### config.mk
export PLATFORM = sky130hd
export DESIGN_NAME = pkt_sink_fifo
export DESIGN_NICKNAME = d
export VERILOG_FILES = /design/src/rtl/psf_pkg.sv /design/src/rtl/psf_rst_sync.sv /design/src/rtl/psf_ptr_ctrl.sv /design/src/rtl/psf_store.sv /design/src/rtl/psf_room_flag.sv /design/src/rtl/pkt_sink_fifo.sv
export SDC_FILE = /design/constraint.sdc
export NUM_CORES = 1
export LEC_CHECK = 0
export BUFFER_PORTS_ARGS = -buffer_cell sky130_fd_sc_hd__buf_2
export CAP_MARGIN = 25
export CORE_MARGIN = 4
export CORE_UTILIZATION = 61
export DETAILED_ROUTE_END_ITERATION = 16
export PLACE_DENSITY = 0.8
export SETUP_SLACK_MARGIN = 0.15
export SLEW_MARGIN = 20
export SYNTH_ARGS = -nofsm -noshare
export SYNTH_HDL_FRONTEND = slang
export SYNTH_HIERARCHICAL = 1
export SYNTH_SLANG_ARGS = --single-unit
### constraint.sdc
create_clock -name clk -period 1.9 [get_ports clk]
set_input_delay 0.19 -clock clk [delete_from_list [all_inputs] [get_ports clk]]
set_output_delay 0.19 -clock clk [all_outputs]
set_load 0.01 [all_outputs]
### src/rtl/psf_pkg.sv
package psf_pkg;

  typedef struct packed {
    logic first;
    logic last;
  } psf_mark_t;

  // Room test used by the flag register: free entries against the threshold.
  function automatic logic psf_room_ok(input int unsigned free_cnt,
                                       input int unsigned thresh);
    return free_cnt >= thresh;
  endfunction

endpackage

### src/rtl/psf_rst_sync.sv
module psf_rst_sync (
  input  logic clk,
  input  logic arst_n,
  output logic srst_n
);
  logic [1:0] stage_q;

  always_ff @(posedge clk or negedge arst_n) begin
    if (!arst_n) stage_q <= 2'b00;
    else         stage_q <= {stage_q[0], 1'b1};
  end

  assign srst_n = stage_q[1];
endmodule

### src/rtl/psf_ptr_ctrl.sv
module psf_ptr_ctrl #(
  parameter int DEPTH = 16,
  localparam int AW = $clog2(DEPTH),
  localparam int CW = AW + 1
) (
  input  logic          clk,
  input  logic          rst_n,
  input  logic          wr_req,
  input  logic          rd_req,
  output logic          wr_go,
  output logic [AW-1:0] wr_addr,
  output logic [AW-1:0] rd_addr,
  output logic [CW-1:0] occ,
  output logic          empty,
  output logic          ovf
);
  logic [AW-1:0] wptr_q, wptr_d, rptr_q, rptr_d;
  logic [CW-1:0] occ_q, occ_d;
  logic          ovf_q, ovf_d;
  logic          full, rd_go;

  always_comb begin
    full   = (occ_q == CW'(DEPTH));
    empty  = (occ_q == '0);
    wr_go  = wr_req & ~full;
    rd_go  = rd_req & ~empty;
    wptr_d = wr_go ? wptr_q + AW'(1) : wptr_q;
    rptr_d = rd_go ? rptr_q + AW'(1) : rptr_q;
    unique case ({wr_go, rd_go})
      2'b10:   occ_d = occ_q + CW'(1);
      2'b01:   occ_d = occ_q - CW'(1);
      default: occ_d = occ_q;
    endcase
    ovf_d = ovf_q | (wr_req & full);
  end

  always_ff @(posedge clk or negedge rst_n) begin
    if (!rst_n) begin
      wptr_q <= '0;
      rptr_q <= '0;
      occ_q  <= '0;
      ovf_q  <= 1'b0;
    end else begin
      wptr_q <= wptr_d;
      rptr_q <= rptr_d;
      occ_q  <= occ_d;
      ovf_q  <= ovf_d;
    end
  end

  assign wr_addr = wptr_q;
  assign rd_addr = rptr_q;
  assign occ     = occ_q;
  assign ovf     = ovf_q;
endmodule

### src/rtl/psf_store.sv
module psf_store #(
  parameter int DATA_W = 16,
  parameter int DEPTH  = 16,
  localparam int AW = $clog2(DEPTH),
  localparam int WW = DATA_W + 2
) (
  input  logic          clk,
  input  logic          we,
  input  logic [AW-1:0] waddr,
  input  logic [WW-1:0] wword,
  input  logic [AW-1:0] raddr,
  output logic [WW-1:0] rword
);
  logic [WW-1:0] ent_rd [DEPTH];

  for (genvar i = 0; i < DEPTH; i++) begin : g_ent
    logic [WW-1:0] ent_q;
    logic          ent_en;

    assign ent_en = we && (waddr == AW'(i));

    always_ff @(posedge clk) begin
      if (ent_en) ent_q <= wword;
    end

    assign ent_rd[i] = ent_q;
  end

  assign rword = ent_rd[raddr];
endmodule

### src/rtl/psf_room_flag.sv
module psf_room_flag
  import psf_pkg::*;
#(
  parameter int DEPTH  = 16,
  parameter int THRESH = 4,
  localparam int CW = $clog2(DEPTH) + 1
) (
  input  logic          clk,
  input  logic          rst_n,
  input  logic [CW-1:0] occ,
  output logic          space_ok
);
  logic [CW-1:0] free_cnt;
  logic          ok_d, ok_q;

  always_comb begin
    free_cnt = CW'(DEPTH) - occ;
    ok_d     = psf_room_ok(int'(free_cnt), THRESH);
  end

  always_ff @(posedge clk or negedge rst_n) begin
    if (!rst_n) ok_q <= 1'b1;
    else        ok_q <= ok_d;
  end

  assign space_ok = ok_q;
endmodule

### src/rtl/pkt_sink_fifo.sv
module pkt_sink_fifo
  import psf_pkg::*;
#(
  parameter int DATA_W = 16,
  parameter int DEPTH  = 16,
  parameter int THRESH = 4
) (
  input  logic              clk,
  input  logic              rst_n,
  input  logic              wr_en,
  input  logic [DATA_W-1:0] wr_data,
  input  logic              wr_sop,
  input  logic              wr_eop,
  output logic              space_ok,
  output logic              overflow,
  input  logic              rd_pop,
  output logic              rd_empty,
  output logic [DATA_W-1:0] rd_data,
  output logic              rd_sop,
  output logic              rd_eop
);
  localparam int AW = $clog2(DEPTH);
  localparam int CW = AW + 1;
  localparam int WW = DATA_W + 2;

  logic          srst_n;
  logic          wr_go;
  logic [AW-1:0] wr_addr, rd_addr;
  logic [CW-1:0] occ;
  logic [WW-1:0] in_word, out_word;
  psf_mark_t     in_mark, out_mark;

  psf_rst_sync u_rst (
    .clk    (clk),
    .arst_n (rst_n),
    .srst_n (srst_n)
  );

  psf_ptr_ctrl #(.DEPTH(DEPTH)) u_ctrl (
    .clk     (clk),
    .rst_n   (srst_n),
    .wr_req  (wr_en),
    .rd_req  (rd_pop),
    .wr_go   (wr_go),
    .wr_addr (wr_addr),
    .rd_addr (rd_addr),
    .occ     (occ),
    .empty   (rd_empty),
    .ovf     (overflow)
  );

  always_comb begin
    in_mark.first = wr_sop;
    in_mark.last  = wr_eop;
    in_word       = {in_mark, wr_data};
  end

  psf_store #(.DATA_W(DATA_W), .DEPTH(DEPTH)) u_store (
    .clk   (clk),
    .we    (wr_go),
    .waddr (wr_addr),
    .wword (in_word),
    .raddr (rd_addr),
    .rword (out_word)
  );

  psf_room_flag #(.DEPTH(DEPTH), .THRESH(THRESH)) u_flag (
    .clk      (clk),
    .rst_n    (srst_n),
    .occ      (occ),
    .space_ok (space_ok)
  );

  always_comb begin
    out_mark = psf_mark_t'(out_word[WW-1 -: 2]);
    rd_data  = out_word[DATA_W-1:0];
    rd_sop   = out_mark.first;
    rd_eop   = out_mark.last;
  end
endmodule

# Yosys cells after proc, flatten, opt, wreduce, memory -nomap -nowiden
# Cells that the tools add are included.
# word_totals
wordCells	77
register_bits	305
# classes
n_reduce_logical	19
magnitude_cmp	2
n_eq_ne	18
n_mux	4
bitwise	7
n_addsub	5
# op_table
cell	count
$bmux W18 S4	1
$mux W18	2
$eq A4 B4 Y1 const B	8
$eq A4 B3 Y1 const B	4
$logic_and A1 B1 Y1	16
$pmux W5 S2	1
$add A4 B1 Y4 const B	2
$eq A4 B2 Y1 const B	2
$add A5 B1 Y5 const B	1
$eq A5 B5 Y1 const B	1
$ge A5 B3 Y1 const B	1
$ge A5 B5 Y1 const B	1
$logic_not A5 Y1	1
$not A4 Y5	1
$sub A5 B1 Y5 const B	1
$sub A5 B5 Y5 const A	1
$eq A4 B1 Y1 const B	1
$logic_not A4 Y1	1
$and A1 B1 Y1	3
$eq A2 B1 Y1 const B	1
$eq A2 B2 Y1 const B	1
$not A1 Y1	2
$reduce_bool A2 Y1	1
$or A1 B1 Y1	1

# Depth between registers and ports, before layout
# depth
depth_word	5
ltp_mapped	8

# Hierarchy
# Netlist, hierarchy kept.
# modules_own_cells
mod	n_inst	cells_each	area_each_um2	seq_area_each_um2
psf_store	1	464	10961.8	8648.3
psf_ptr_ctrl	1	72	820.8	350.3
psf_room_flag	1	5	56.3	26.3
psf_rst_sync	1	3	53.8	50.0

# Worst setup path after synthesis
# OpenSTA, ideal clock, no wires.
# synth_path
path_kind	reg-to-reg
from	reg u_ctrl.occ_q[4], in the netlist u_ctrl/occ[4]
to	reg u_store.g_ent[0].ent_q[0] (enable)
path_slack_ps	-1296
arrival_ps	2780
stages_incl_launch_ff	5
setup_ps	416
n_path_buf	1
path_cell_list	dfrtp_1 -> clkbuf_1 -> a21boi_1 -> or3b_2 -> nor3_1
# synth_via
elab_chain_cells	4
# synth_rtl
item	line_no	rtl
start, declared	psf_ptr_ctrl.sv:18	logic [CW-1:0] occ_q, occ_d;
start signal, assigned	psf_ptr_ctrl.sv:41	occ_q <= '0;
start signal, assigned	psf_ptr_ctrl.sv:46	occ_q <= occ_d;
$eq A5 B5 Y1	psf_ptr_ctrl.sv:23	full = (occ_q == CW'(DEPTH));
$not A1 Y1	psf_ptr_ctrl.sv:25	wr_go = wr_req & ~full;
$and A1 B1 Y1	psf_ptr_ctrl.sv:25	
named net wr_go	pkt_sink_fifo.sv:27	logic wr_go;
$logic_and A1 B1 Y1	psf_store.sv:20	assign ent_en = we && (waddr == AW'(i));
named net u_store.g_ent[0].ent_en	psf_store.sv:18	logic ent_en;
end signal, assigned	psf_store.sv:23	if (ent_en) ent_q <= wword;
end, declared	psf_store.sv:17	logic [WW-1:0] ent_q;
# The timed path passes the listed nets, and every way through them passes these cells.
# A chain may end at the register's enable or synchronous reset.

# Worst setup path in the final report
# layout_path
from	reg u_ctrl.occ_q[3], in the netlist u_ctrl/occ[3]
to	reg u_ctrl.occ_q[4], in the netlist u_ctrl/occ[4]
# layout_via
elab_chain_cells	5
word_cells_on_any_way	12
classes_between	add/sub: 2; eq/ne: 3; mux: 1; bitwise: 4; reduce/logical: 2
# layout_rtl
item	line_no	rtl
$eq A5 B5 Y1 *	psf_ptr_ctrl.sv:23	
$not A1 Y1 *	psf_ptr_ctrl.sv:25	
$and A1 B1 Y1 *	psf_ptr_ctrl.sv:25	
named net wr_go	pkt_sink_fifo.sv:27	
$eq A2 B1 Y1 or $eq A2 B2 Y1 (tied branches)	psf_ptr_ctrl.sv:29	unique case ({wr_go, rd_go})
$pmux W5 S2 or $reduce_bool A2 Y1 (tied branches)	-	
# Mark *: on every way through the listed nets, which the timed path passes. The rest lies on a longest branch.

==> flow_metrics.tcl <==
set metrics [dict create \
    outcome "finished with violations" \
    violations "setup timing" \
    required_ns 2.36 \
    synth_top_family_by_area "multiplexers" \
    wl_met1_um 11230 \
    worst_slack_ns -0.7101 \
    synth_cells 544 \
    nFillCells 846 \
    yosys.area_share.simple 0.02862 \
    grt_overflow 0 \
    antenna_found_initial 1 \
    yosysUniqueCellTypes 47 \
    yosys-top-cells-area "edfxtp_1 73%, mux4_2 9.5%, mux4_1 4.9%" \
    route.met3.wl_um 2760 \
    synth-compound-area-share 0.03261 \
    synth_top_area_frac 0.7272 \
    hold_viol 0 \
    rows 50 \
    ioPinCount 43 \
    die_w_um 147.6 \
    cts-root-buf "clkbuf_16" \
    dpl.cell_count 883 \
    yosysMostFrequentCell "edfxtp_1" \
    initial_core_util 0.6274 \
    clock.fmax_ghz 0.3831 \
    tritoncts "done" \
    pre_cts_slack_ns -0.5593 \
    crit_type "flip-flop to flip-flop" \
    synth_common_cells "288 x edfxtp_1, 50 x mux4_2, 36 x a22oi_1" \
    die_area_mm2 0.02179 \
    clock-sinks 305 \
    cp_max_fo 5 \
    maxCapViolCount 0 \
    synth_enable_flop_cells 288 \
    dominantRegCellSynth "edfxtp_1" \
    rsz0062_at_grt "true" \
    drt_wl_total_um 32380 \
    insertion_delay_ns 0.55 \
    maxUsedRoutingLayer "met4" \
    synth_seq_cells 305 \
    drt_first_iter_violations 773 \
    power_per_cell_area_mw_per_mm2 1550 \
    gp_congestion 0.7738 \
    final_util 0.8128 \
    grt.total_usage 0.2701 \
    r2r_cells 12 \
    wl_per_cell_um 32.25 \
    synth_async_sr_flop_share 0.05574 \
    core_mm2 0.01896 \
    worst_pin_slew_ns 0.8477 \
    yosysWarnings 6 \
    skew_ns 0.02574 \
    total_leakage_power_nw 5.233 \
    grt_pass1_wl_um 42990 \
    numCtsBuffers 29 \
    area_growth_pct 29.55 \
    synth_seq_area_share 0.7631 \
    first_pass_iters 5 \
    layout-drive-gt1-share 0.4697 \
    grt_max_degree 19 \
    die_y_um 147.6 \
    hp-class "primary input to flip-flop" \
    setup_viol 311 \
    worst_ep_arrival_time_ns 3.07 \
    vias_per_cell 6.683 \
    timing.setup.tns_ns -88.72 \
    finalPower_mw 23.88 \
    route.detailed.drc 0 \
    cp-start-kind "flip-flop" \
    synth_top_cell_by_area "edfxtp_1" \
    wl_met2_um 17220 \
    syn-cell-area_mm2 0.01189 \
    antenna_left 0 \
    vias 6710 \
    finalCritPeriodShare 1.374 \
    clk_pin_slew_worst_paths_ns 0.07 \
    synthXorXnorAreaFrac 0.005892 \
    nets 753 \
    synth_nets 573 \
    grt_pass1_vias 6683 \
    htree_levels 1 \
    max-vdd-ir-drop_mv 1.065 \
    whs_path_depth 1 \
    ctsLongestPathBuffers 3 \
    syn_avg_cell_area_um2 21.86 \
    synthMuxAreaShare 0.1479 \
    port_buffers 42 \
    finalNonFillerCells 1004 \
    endpoint_kind "flip-flop" \
    min_period_ns 2.610 \
    dpl.hpwl_um 14370 \
    finalMaxSlewViolations 0 \
    slew_headroom 0.4336 \
    yosys.area_share.adder 0.007996 \
]
## per-layer routing
layer	vias up	track usage
li1	2662	-
met1	3495	0.3553
met2	463	0.4696
met3	90	0.04445
met4	0	0.08574
met5	-	0
## flip-flops by register name (all words and copies together) (netlist names)
register,cells
u_ctrl/occ,5
u_ctrl/ovf,1
u_ctrl/rd_addr,4
u_ctrl/wr_addr,4
u_flag/space_ok,1
u_rst/stage_q,2
u_store/g_ent.ent_q,288
## critical path, cell delays in order, from the launching register on
cell and delay, ns:
dfrtp_2 0.42, buf_6 0.13, nor4_4 0.29, buf_4 0.18, a21boi_4 0.05, inv_1 0.11, ha_4 0.22, fa_2 0.26
buf_6 0.11, buf_6 0.09, nand3_1 0.12, a2111o_1 0.41, o211ai_1 0.13
## cells in the final DEF, fill, tap and decap left out, types with 2 or more instances in the layout
master / Yosys / routed
a22oi_1: 36 / 4
nand3b_1: 2 / 2
nor2_4: 0 / 13
mux4_2: 50 / 65
edfxtp_1: 288 / 288
a21oi_2: 0 / 2
dlygate4sd3_1: 0 / 3
mux2_1: 2 / 2
xor2_1: 3 / 3
inv_1: 4 / 3
clkbuf_16: 0 / 38
a22oi_2: 0 / 32
nand2_1: 21 / 20
buf_6: 5 / 34
nor3_4: 0 / 4
nor3b_1: 6 / 6
a21oi_1: 6 / 4
nor2_1: 15 / 2
dfrtp_1: 16 / 13
buf_8: 0 / 4
ha_1: 6 / 2
o21ai_1: 1 / 2
buf_12: 0 / 36
ha_4: 0 / 4
clkinv_2: 0 / 9
clkinv_1: 0 / 4
xnor2_1: 5 / 4
nand3_1: 4 / 3
buf_2: 3 / 39
mux4_1: 22 / 7
nand2b_1: 2 / 2
clkbuf_1: 8 / 7
buf_16: 0 / 7
buf_4: 3 / 42
dfrtp_2: 0 / 2
## path summary, 6_finish.rpt
check	startpoint	endpoint	slack (ns)
setup reg to reg	u_ctrl/occ[3]	u_ctrl/occ[4]	-0.71
min in group asynchronous	u_rst/stage_q[1]	u_ctrl/occ[4]	0.25
max in group asynchronous	u_rst/stage_q[1]	u_ctrl/rd_addr[0]	1.18
setup / recovery	u_ctrl/occ[3]	u_ctrl/occ[4]	-0.71
hold reg to reg	u_rst/stage_q[1]	u_ctrl/occ[4]	0.25
hold / removal	wr_sop	u_store/g_ent[1].ent_q[17]	0.01
## area by class of cell
cell class,instances,area [µm²],share of cell area
Inverter,4,15.01,0.0009745
Clock inverter,14,90.09,0.005847
Timing Repair Buffer,174,2122,0.1377
Tap cell,260,325.3,0.02111
Antenna cell,1,2.502,0.0001624
Clock buffer,36,752.0,0.04881
Sequential cell,305,9081,0.5894
Multi-Input combinational cell,210,3019,0.1960
## metrics by stage
step / cell area, µm² / hold WS [ns]
after floorplan: 12100 / -0.1056
after global placement: 13140 / -0.02316
after detailed placement: 13150 / -0.02185
after CTS: 14920 / 0.009285
after global routing: 15410 / 0.02054
final: 15410 / 0.01371
## timing repair
action / 4_1_cts / 5_1_grt
setup endpoints to repair: 312 / 313
gates cloned: 4 / 10
buffers inserted: 44 / 9
endpoints found under the hold margin: 3 / 0
gates resized for setup: 56 / 60
pin swaps: 22 / 29
hold buffers: 3 / 0
## cells by family (layout without fill, tap and decap cells)
group,count (synthesis),count (layout)
mux,77,77
simple gates,65,65
flops,305,305
compound gates,52,52
other cells,1,2
xor+xnor,8,8
fa+ha+maj,7,7
buf+inv,29,228
## report_power, final
part | switching, mW | total [mW] | internal, mW | leakage [nW]
clock | 2.44 | 5.35 | 2.92 | 0.421
sequential | 0.460 | 8.69 | 8.23 | 2.80
combinational | 4.84 | 9.84 | 5.00 | 2.01
total | 7.73 | 23.9 | 16.1 | 5.23
Power figures use the tool's default switching activity.
